$ cat src/rtl/rxr_pkg.sv
// Shared types for the receive ring index tracker.
package rxr_pkg;

    localparam int ADDR_W = 36;
    localparam int WORD_W = 32;

    // Register select codes on the configuration write port
    typedef enum logic [1:0] {
        SEL_RING_BASE = 2'd0,
        SEL_WR_IDX    = 2'd1,
        SEL_STAT_BASE = 2'd2
    } cfg_sel_e;

    // Descriptor fetch sequencer states
    typedef enum logic [1:0] {
        F_IDLE = 2'd0,
        F_REQ  = 2'd1,
        F_WAIT = 2'd2,
        F_HOLD = 2'd3
    } fetch_st_e;

endpackage

$ cat src/rtl/rxr_cfg_regs.sv
// Configuration registers: ring base, host write index, status base.
// The write index keeps RING_LOG2 bits rounded down to a step of eight.
// A misaligned write sets a sticky error flag.
// Assumes 3 < RING_LOG2 <= 12.
module rxr_cfg_regs
    import rxr_pkg::*;
#(
    parameter int RING_LOG2 = 8
) (
    input  logic                 clk,
    input  logic                 rst_n,
    input  logic                 cfg_we,
    input  logic [1:0]           cfg_sel,
    input  logic [WORD_W-1:0]    cfg_wdata,
    output logic [27:0]          ring_base,
    output logic [WORD_W-1:0]    stat_base,
    output logic [RING_LOG2-1:0] wr_idx,
    output logic                 wptr_err
);

    // Register updates from the write port
    always_ff @(posedge clk) begin
        if (!rst_n) begin
            ring_base <= '0;
            stat_base <= '0;
            wr_idx    <= '0;
            wptr_err  <= 1'b0;
        end else if (cfg_we) begin
            case (cfg_sel_e'(cfg_sel))
                SEL_RING_BASE: ring_base <= cfg_wdata[27:0];
                SEL_STAT_BASE: stat_base <= cfg_wdata;
                SEL_WR_IDX: begin
                    wr_idx <= {cfg_wdata[RING_LOG2-1:3], 3'b000};
                    if (|cfg_wdata[2:0]) wptr_err <= 1'b1;
                end
                default: ;
            endcase
        end
    end

    a_r2_err_on_misalign: assert property (@(posedge clk) disable iff (!rst_n)
        (cfg_we && cfg_sel == SEL_WR_IDX && |cfg_wdata[2:0]) |=> wptr_err);

    a_r2_err_sticky: assert property (@(posedge clk) disable iff (!rst_n)
        wptr_err |=> wptr_err);

    a_r2_idx_step8: assert property (@(posedge clk) disable iff (!rst_n)
        (cfg_we && cfg_sel == SEL_WR_IDX) |=> (wr_idx[2:0] == 3'b000));

endmodule

$ cat src/rtl/rxr_fetch_ctl.sv
// Read position owner and descriptor fetch sequencer.
// Sequence: fetch the descriptor at the read index, hold the buffer for
// the datapath, then advance on a fill.
// A fetch starts only with a free buffer and no pending status write-back.
module rxr_fetch_ctl
    import rxr_pkg::*;
#(
    parameter int RING_LOG2 = 8
) (
    input  logic                 clk,
    input  logic                 rst_n,
    input  logic [27:0]          ring_base,
    input  logic [RING_LOG2-1:0] wr_idx,
    input  logic                 stat_busy,
    output logic                 fetch_req_valid,
    input  logic                 fetch_req_ready,
    output logic [ADDR_W-1:0]    fetch_req_addr,
    input  logic                 fetch_rsp_valid,
    input  logic [WORD_W-1:0]    fetch_rsp_data,
    output logic                 buf_valid,
    output logic [ADDR_W-1:0]    buf_addr,
    input  logic                 fill_done,
    output logic                 ring_blocked,
    output logic                 fill_accept,
    output logic [RING_LOG2-1:0] fill_idx
);

    localparam int PAD_W = ADDR_W - RING_LOG2 - 2;

    fetch_st_e            state;
    logic [RING_LOG2-1:0] rd_idx;
    logic [27:0]          buf_hi;
    logic [3:0]           unused_desc_hi;

    // Ring occupancy and outputs decoded from state
    always_comb begin
        ring_blocked    = (rd_idx == wr_idx);
        fetch_req_valid = (state == F_REQ);
        buf_valid       = (state == F_HOLD);
        fill_accept     = (state == F_HOLD) && fill_done;
        fill_idx        = rd_idx;
        fetch_req_addr  = {ring_base, 8'h00} + {{PAD_W{1'b0}}, rd_idx, 2'b00};
        buf_addr        = {buf_hi, 8'h00};
        unused_desc_hi  = fetch_rsp_data[31:28];
    end

    // Fetch sequencer
    always_ff @(posedge clk) begin
        if (!rst_n) begin
            state <= F_IDLE;
        end else begin
            case (state)
                F_IDLE: if (!ring_blocked && !stat_busy) state <= F_REQ;
                F_REQ:  if (fetch_req_ready) state <= F_WAIT;
                F_WAIT: if (fetch_rsp_valid) state <= F_HOLD;
                F_HOLD: if (fill_done) state <= F_IDLE;
                default: state <= F_IDLE;
            endcase
        end
    end

    // Read index advance and buffer address capture
    always_ff @(posedge clk) begin
        if (!rst_n) begin
            rd_idx <= '0;
            buf_hi <= '0;
        end else begin
            if (fill_accept) rd_idx <= rd_idx + 1'b1;
            if (state == F_WAIT && fetch_rsp_valid) buf_hi <= fetch_rsp_data[27:0];
        end
    end

    a_r3_no_fetch_blocked: assert property (@(posedge clk) disable iff (!rst_n)
        $rose(fetch_req_valid) |-> $past(!ring_blocked && !stat_busy));

    a_r4_req_hold: assert property (@(posedge clk) disable iff (!rst_n)
        (fetch_req_valid && !fetch_req_ready) |=> (fetch_req_valid && $stable(fetch_req_addr)));

    a_r5_buf_hold: assert property (@(posedge clk) disable iff (!rst_n)
        (buf_valid && !fill_done) |=> (buf_valid && $stable(buf_addr)));

    a_r6_ignored_fill: assert property (@(posedge clk) disable iff (!rst_n)
        (fill_done && !buf_valid) |=> $stable(rd_idx));

    a_r6_advance: assert property (@(posedge clk) disable iff (!rst_n)
        fill_accept |=> (rd_idx == $past(rd_idx) + 1'b1));

endmodule

$ cat src/rtl/rxr_status_wb.sv
// Status write-back holder. Captures the filled index and status base on
// each accepted fill. Presents one request, held until acknowledged.
// Assumes the fetch side never accepts a fill while a request is pending.
module rxr_status_wb
    import rxr_pkg::*;
#(
    parameter int RING_LOG2 = 8
) (
    input  logic                 clk,
    input  logic                 rst_n,
    input  logic [WORD_W-1:0]    stat_base,
    input  logic                 fill_accept,
    input  logic [RING_LOG2-1:0] fill_idx,
    output logic                 stat_valid,
    input  logic                 stat_ready,
    output logic [ADDR_W-1:0]    stat_addr,
    output logic [WORD_W-1:0]    stat_data
);

    logic [RING_LOG2-1:0] idx_q;
    logic [WORD_W-1:0]    base_q;

    // Request formatting from captured values
    always_comb begin
        stat_data = {{(WORD_W - RING_LOG2){1'b0}}, idx_q};
        stat_addr = {base_q, 4'h0};
    end

    // Request capture and release
    always_ff @(posedge clk) begin
        if (!rst_n) begin
            stat_valid <= 1'b0;
            idx_q      <= '0;
            base_q     <= '0;
        end else if (fill_accept) begin
            stat_valid <= 1'b1;
            idx_q      <= fill_idx;
            base_q     <= stat_base;
        end else if (stat_ready) begin
            stat_valid <= 1'b0;
        end
    end

    a_r7_one_at_a_time: assert property (@(posedge clk) disable iff (!rst_n)
        fill_accept |-> !stat_valid);

    a_r7_req_hold: assert property (@(posedge clk) disable iff (!rst_n)
        (stat_valid && !stat_ready) |=> (stat_valid && $stable(stat_data) && $stable(stat_addr)));

    a_r7_after_fill: assert property (@(posedge clk) disable iff (!rst_n)
        fill_accept |=> stat_valid);

endmodule

$ cat src/rtl/rxring_tracker.sv
// Receive descriptor ring index tracker, top level.
// Ties the configuration registers, the fetch sequencer and the status
// write-back holder together. Ring size is 2^RING_LOG2 entries.
module rxring_tracker
    import rxr_pkg::*;
#(
    parameter int RING_LOG2 = 8
) (
    input  logic        clk,
    input  logic        rst_n,
    input  logic        cfg_we,
    input  logic [1:0]  cfg_sel,
    input  logic [31:0] cfg_wdata,
    output logic        fetch_req_valid,
    input  logic        fetch_req_ready,
    output logic [35:0] fetch_req_addr,
    input  logic        fetch_rsp_valid,
    input  logic [31:0] fetch_rsp_data,
    output logic        buf_valid,
    output logic [35:0] buf_addr,
    input  logic        fill_done,
    output logic        stat_valid,
    input  logic        stat_ready,
    output logic [35:0] stat_addr,
    output logic [31:0] stat_data,
    output logic        ring_blocked,
    output logic        wptr_err
);

    logic [27:0]          ring_base;
    logic [WORD_W-1:0]    stat_base;
    logic [RING_LOG2-1:0] wr_idx;
    logic                 fill_accept;
    logic [RING_LOG2-1:0] fill_idx;

    rxr_cfg_regs #(.RING_LOG2(RING_LOG2)) u_cfg (
        .clk       (clk),
        .rst_n     (rst_n),
        .cfg_we    (cfg_we),
        .cfg_sel   (cfg_sel),
        .cfg_wdata (cfg_wdata),
        .ring_base (ring_base),
        .stat_base (stat_base),
        .wr_idx    (wr_idx),
        .wptr_err  (wptr_err)
    );

    rxr_fetch_ctl #(.RING_LOG2(RING_LOG2)) u_fetch (
        .clk             (clk),
        .rst_n           (rst_n),
        .ring_base       (ring_base),
        .wr_idx          (wr_idx),
        .stat_busy       (stat_valid),
        .fetch_req_valid (fetch_req_valid),
        .fetch_req_ready (fetch_req_ready),
        .fetch_req_addr  (fetch_req_addr),
        .fetch_rsp_valid (fetch_rsp_valid),
        .fetch_rsp_data  (fetch_rsp_data),
        .buf_valid       (buf_valid),
        .buf_addr        (buf_addr),
        .fill_done       (fill_done),
        .ring_blocked    (ring_blocked),
        .fill_accept     (fill_accept),
        .fill_idx        (fill_idx)
    );

    rxr_status_wb #(.RING_LOG2(RING_LOG2)) u_stat (
        .clk         (clk),
        .rst_n       (rst_n),
        .stat_base   (stat_base),
        .fill_accept (fill_accept),
        .fill_idx    (fill_idx),
        .stat_valid  (stat_valid),
        .stat_ready  (stat_ready),
        .stat_addr   (stat_addr),
        .stat_data   (stat_data)
    );

    a_r8_exclusive: assert property (@(posedge clk) disable iff (!rst_n)
        !(fetch_req_valid && stat_valid));

endmodule

$ cat config.mk
export PLATFORM = sky130hd
export DESIGN_NAME = rxring_tracker
export DESIGN_NICKNAME = d
export VERILOG_FILES = /design/src/rtl/rxr_pkg.sv /design/src/rtl/rxr_cfg_regs.sv /design/src/rtl/rxr_fetch_ctl.sv /design/src/rtl/rxr_status_wb.sv /design/src/rtl/rxring_tracker.sv
export SDC_FILE = /design/constraint.sdc
export NUM_CORES = 1
export LEC_CHECK = 0
export ABC_AREA = 1
export BUFFER_PORTS_ARGS = -buffer_cell sky130_fd_sc_hd__buf_2
export CORE_MARGIN = 2
export CORE_UTILIZATION = 45
export DETAILED_ROUTE_END_ITERATION = 8
export GPL_TIMING_DRIVEN = 1
export PLACE_DENSITY = 0.86
export SLEW_MARGIN = 30
export SYNTH_ARGS = -nofsm -noshare
export SYNTH_HDL_FRONTEND = slang
export SYNTH_HIERARCHICAL = 1
export SYNTH_SLANG_ARGS = --single-unit
$ cat constraint.sdc
create_clock -name clk -period 2.1 [get_ports clk]
set_clock_uncertainty 0.05 [all_clocks]
set_input_delay 0.42 -clock clk [delete_from_list [all_inputs] [get_ports clk]]
set_output_delay 0.42 -clock clk [all_outputs]
set_load 0.02 [all_outputs]
==> results.cfg <==
[run_status]
status = finished, violations left
violations = setup timing

[power]
vdd.ir_drop.worst_mv = 0.734
p_leak_nw = 4.24
power_per_cell_area_nw_per_um2 = 899

[clock_tree]
cts.reportedPaths.clkPinSlew_ps = 60
clock_tree.root_cell = sky130_fd_sc_hd__clkbuf_16
clk_path_buf_depth = 2
cts.htree.levels = 4
cts-buffers-inserted = 17
worstSkewPairLatency_ps = 420
clock_sink_count = 145
cts_hold_buf = 0
cts_tree = built

[yosys]
ys_warn_count = 6
synth_simple_gate_area_frac = 0.316
asyncSetResetFlopFracSynth = 0
xor_and_xnor_fraction_of_the_mapped_netlist_area = 0.0350
yosys.area_share.adder = 0.0154
synth_top_family_by_area = simple AND/OR/NAND/NOR gates
ys_dominant_reg_cell = sky130_fd_sc_hd__dfxtp_1
synth_compound_gate_area_share = 0.0842
ys_seq_area_frac = 0.415
area_of_the_mapped_netlist_sq_um = 7000
synth-seq-cells = 145
post_synth_inst_count = 941
syn_avg_cell_area_sq_um = 7.44
synth.area.mux_share = 0
synth-edff-count = 0
synth.distinct_cells = 38

[sta]
maximum_clock_frequency_mhz = 359
worst-slew-pin-transition_ps = 507
layout_setup_ws_ps = -685
period_minus_slack_ps = 2790
final_setup_violating_endpoints = 26
min_period_over_period = 1.33
timing.hold.ws_ps = 189
finalHoldViolations = 0
final-max-slew-violation-count = 0
timing.max_slew.rel_slack = 0.662
grt_setup_unrepaired = yes

[global_routing]
antenna_found_initial = 0
grt_first_pass_wirelength_microns = 29900
grt_max_degree = 94
grt.overflow.total = 0
number_of_global_route_vias_before_repair = 6192
groute.usage.overall = 0.228

[floorplan]
rows = 45
floorplan.initialDensity = 0.460
ioPinCount = 218
die_height_microns = 129
die_area_sq_um = 16600
coreArea_sq_um = 15200
dieWidth_microns = 129

[min_path]
whs_endpoint = u_fetch/buf_hi[4]$_SDFFE_PN0P_
min_path_type = input port to flip-flop
worstHoldPathCells = 3
hold_start = fetch_rsp_data[4]

[layout]
final_net_count = 1204
final.fill_count = 1323
n_antenna_cell = 0
layout-area-overhead-vs-synth_pct = 27.3
drive_above_1_share = 0.294

[worst_setup_path]
critical_path_rt_ps = 1630
worst-r2r-setup-slack_ps = 240
worst_flop_to_flop_path_startpoint = u_fetch/state[0]$_SDFFE_PN0P_
worst_setup_path_start_kind = flip-flop
critPathCaptureType = primary output
critPathArrivalTime_ps = 2320
rr_worst_depth = 9
crit_type = flip-flop to primary output
crit-reg2reg-capture = u_fetch/fill_idx[7]$_SDFFE_PN0P_
crit_path_max_fanout = 4

[routing]
drt-vias-per-instance = 5.05
postRouteWirelength_microns = 19200
via_count = 6684
drt-initial-drc-count = 478
detail_route.wl_per_cell_microns = 14.5
detailed_routing_iteration_count_for_the_pre_antenna_repair_pass = 5
ant_nets = 0
remaining_drc_errors = 0

[placement]
gp_routability_congestion = 0.889
port_buffers = 175
place_hpwl_microns = 13500
preCtsSetupSlack_ps = -255

[run]
cap_violations = 0
==> repair_timing <==
action                     in CTS  in global routing
buffers inserted                3                  5
pin swaps                      11                  9
resized for setup              27                 34
setup endpoints to repair      28                 30
hold endpoints to repair        0                  0
==> layer usage <==
| metal | track usage | up-vias | share of wire |
|---|---|---|---|
| li1 | - | 3273 | - |
| met1 | 0.276 | 3083 | 0.41 |
| met2 | 0.383 | 287 | 0.49 |
| met3 | 0.0615 | 41 | 0.072 |
| met4 | 0.0946 | 0 | 0.028 |
| met5 | 0 | - | 0 |
==> worst max path at each step <==
stage	startpoint	end	cells past startpoint
after floorplan	u_fetch/fill_idx[6]$_SDFFE_PN0P_	fetch_req_addr[28]	8
after global placement	u_fetch/fill_idx[6]$_SDFFE_PN0P_	fetch_req_addr[28]	9
after detailed placement	u_fetch/fill_idx[6]$_SDFFE_PN0P_	fetch_req_addr[28]	9
after CTS	u_fetch/fill_idx[6]$_SDFFE_PN0P_	fetch_req_addr[28]	9
after global routing	u_fetch/fill_idx[6]$_SDFFE_PN0P_	fetch_req_addr[20]	11
final	u_fetch/fill_idx[6]$_SDFFE_PN0P_	fetch_req_addr[32]	11
==> layout make-up <==
class | instances | area (sq um) | area share
clock buffer | 19 | 453 | 0.0508
clock inverter | 13 | 198 | 0.0222
sequential | 145 | 2920 | 0.328
multi-input combinational | 672 | 3520 | 0.394
timing repair buffer | 222 | 1340 | 0.150
inverter | 65 | 251 | 0.0282
tap | 188 | 235 | 0.0264
==> power breakdown <==
| group | switching (W) | total, W | leakage [nW] | internal, W |
|---|---|---|---|---|
| registers | 0.000157 | 0.00316 | 1.18 | 0.00301 |
| logic | 0.00104 | 0.00156 | 2.74 | 0.000521 |
| clock network | 0.00121 | 0.00329 | 0.321 | 0.00208 |
==> per-stage QoR <==
step | power [W] | utilization | cell area [sq um] | cells | setup TNS (ps)
after floorplan | 0.00433 | - | 7230 | 979 | -714
after global placement | 0.00469 | 0.526 | 8000 | 1285 | -1320
after detailed placement | 0.00474 | 0.526 | 8000 | 1285 | -2120
after CTS | 0.00804 | 0.576 | 8750 | 1319 | -11960
after global routing | 0.00837 | 0.586 | 8910 | 1324 | -15150
final | 0.00801 | 0.586 | 8910 | 1324 | -12350
==> cell families after synthesis <==
kind of cell / after synthesis
DFF: 145
and+or+nand+nor: 479
xor gates and xnor gates: 28
AOI/OAI and AO/OA: 116
adders and majority gates: 8
buffers and inverters: 162
other: 3
==> cell usage after synthesis (7+ instances only) <==
cell | number | area [sq um]
sky130_fd_sc_hd__nand2_2 | 13 | 81.3
sky130_fd_sc_hd__nor2_1 | 227 | 852
sky130_fd_sc_hd__nand3b_1 | 28 | 210
sky130_fd_sc_hd__nand3_1 | 9 | 45.0
sky130_fd_sc_hd__ha_1 | 7 | 87.6
sky130_fd_sc_hd__xnor2_1 | 10 | 87.6
sky130_fd_sc_hd__buf_4 | 56 | 420
sky130_fd_sc_hd__o21ai_1 | 12 | 60.1
sky130_fd_sc_hd__o21ai_0 | 62 | 310
sky130_fd_sc_hd__a21oi_1 | 39 | 195
sky130_fd_sc_hd__buf_2 | 11 | 55.1
sky130_fd_sc_hd__buf_6 | 11 | 124
sky130_fd_sc_hd__xor2_1 | 18 | 158
sky130_fd_sc_hd__nand2_1 | 129 | 484
sky130_fd_sc_hd__nand4_1 | 41 | 257
sky130_fd_sc_hd__clkbuf_1 | 12 | 45.0
sky130_fd_sc_hd__inv_1 | 59 | 221
sky130_fd_sc_hd__dfxtp_1 | 145 | 2900
sky130_fd_sc_hd__nor3_1 | 12 | 60.1
==> flip-flops by register name, indices dropped and copies added, names as in the netlist <==
signal / count
u_cfg/wr_idx: 5
u_stat/base_q: 32
u_stat/stat_valid: 1
u_cfg/ring_base: 28
u_fetch/buf_hi: 28
u_cfg/stat_base: 32
u_fetch/fill_idx: 8
u_cfg/wptr_err: 1
u_stat/idx_q: 8
u_fetch/state: 2
==> placed cells by master (no fill, tap or decap), types with 5 or more instances in the layout <==
cell,n
sky130_fd_sc_hd__nand4_1,41
sky130_fd_sc_hd__nand3_1,7
sky130_fd_sc_hd__nor2_4,6
sky130_fd_sc_hd__conb_1,41
sky130_fd_sc_hd__nor2_1,225
sky130_fd_sc_hd__a21oi_1,39
sky130_fd_sc_hd__nor3_1,9
sky130_fd_sc_hd__o21ai_0,61
sky130_fd_sc_hd__buf_4,48
sky130_fd_sc_hd__buf_2,161
sky130_fd_sc_hd__xor2_1,11
sky130_fd_sc_hd__nand2_2,19
sky130_fd_sc_hd__dfxtp_2,6
sky130_fd_sc_hd__inv_1,56
sky130_fd_sc_hd__ha_1,5
sky130_fd_sc_hd__xnor2_1,6
sky130_fd_sc_hd__dfxtp_1,136
sky130_fd_sc_hd__nand2_1,123
sky130_fd_sc_hd__inv_2,7
sky130_fd_sc_hd__inv_6,5
sky130_fd_sc_hd__clkbuf_16,17
sky130_fd_sc_hd__nand3b_1,28
sky130_fd_sc_hd__xor2_2,6
sky130_fd_sc_hd__o21ai_1,11
sky130_fd_sc_hd__buf_6,10
==> critical path, stage by stage, from the launching register on <==
cell	delay (ps)
sky130_fd_sc_hd__dfxtp_4	360
sky130_fd_sc_hd__ha_4	130
sky130_fd_sc_hd__inv_2	40
sky130_fd_sc_hd__fa_2	410
sky130_fd_sc_hd__nor2_4	120
sky130_fd_sc_hd__nand3_2	120
sky130_fd_sc_hd__nor2_4	150
sky130_fd_sc_hd__buf_4	120
sky130_fd_sc_hd__buf_6	90
sky130_fd_sc_hd__nand2_2	60
sky130_fd_sc_hd__xnor2_2	130
sky130_fd_sc_hd__buf_4	160
Power figures use the tool's default switching activity.
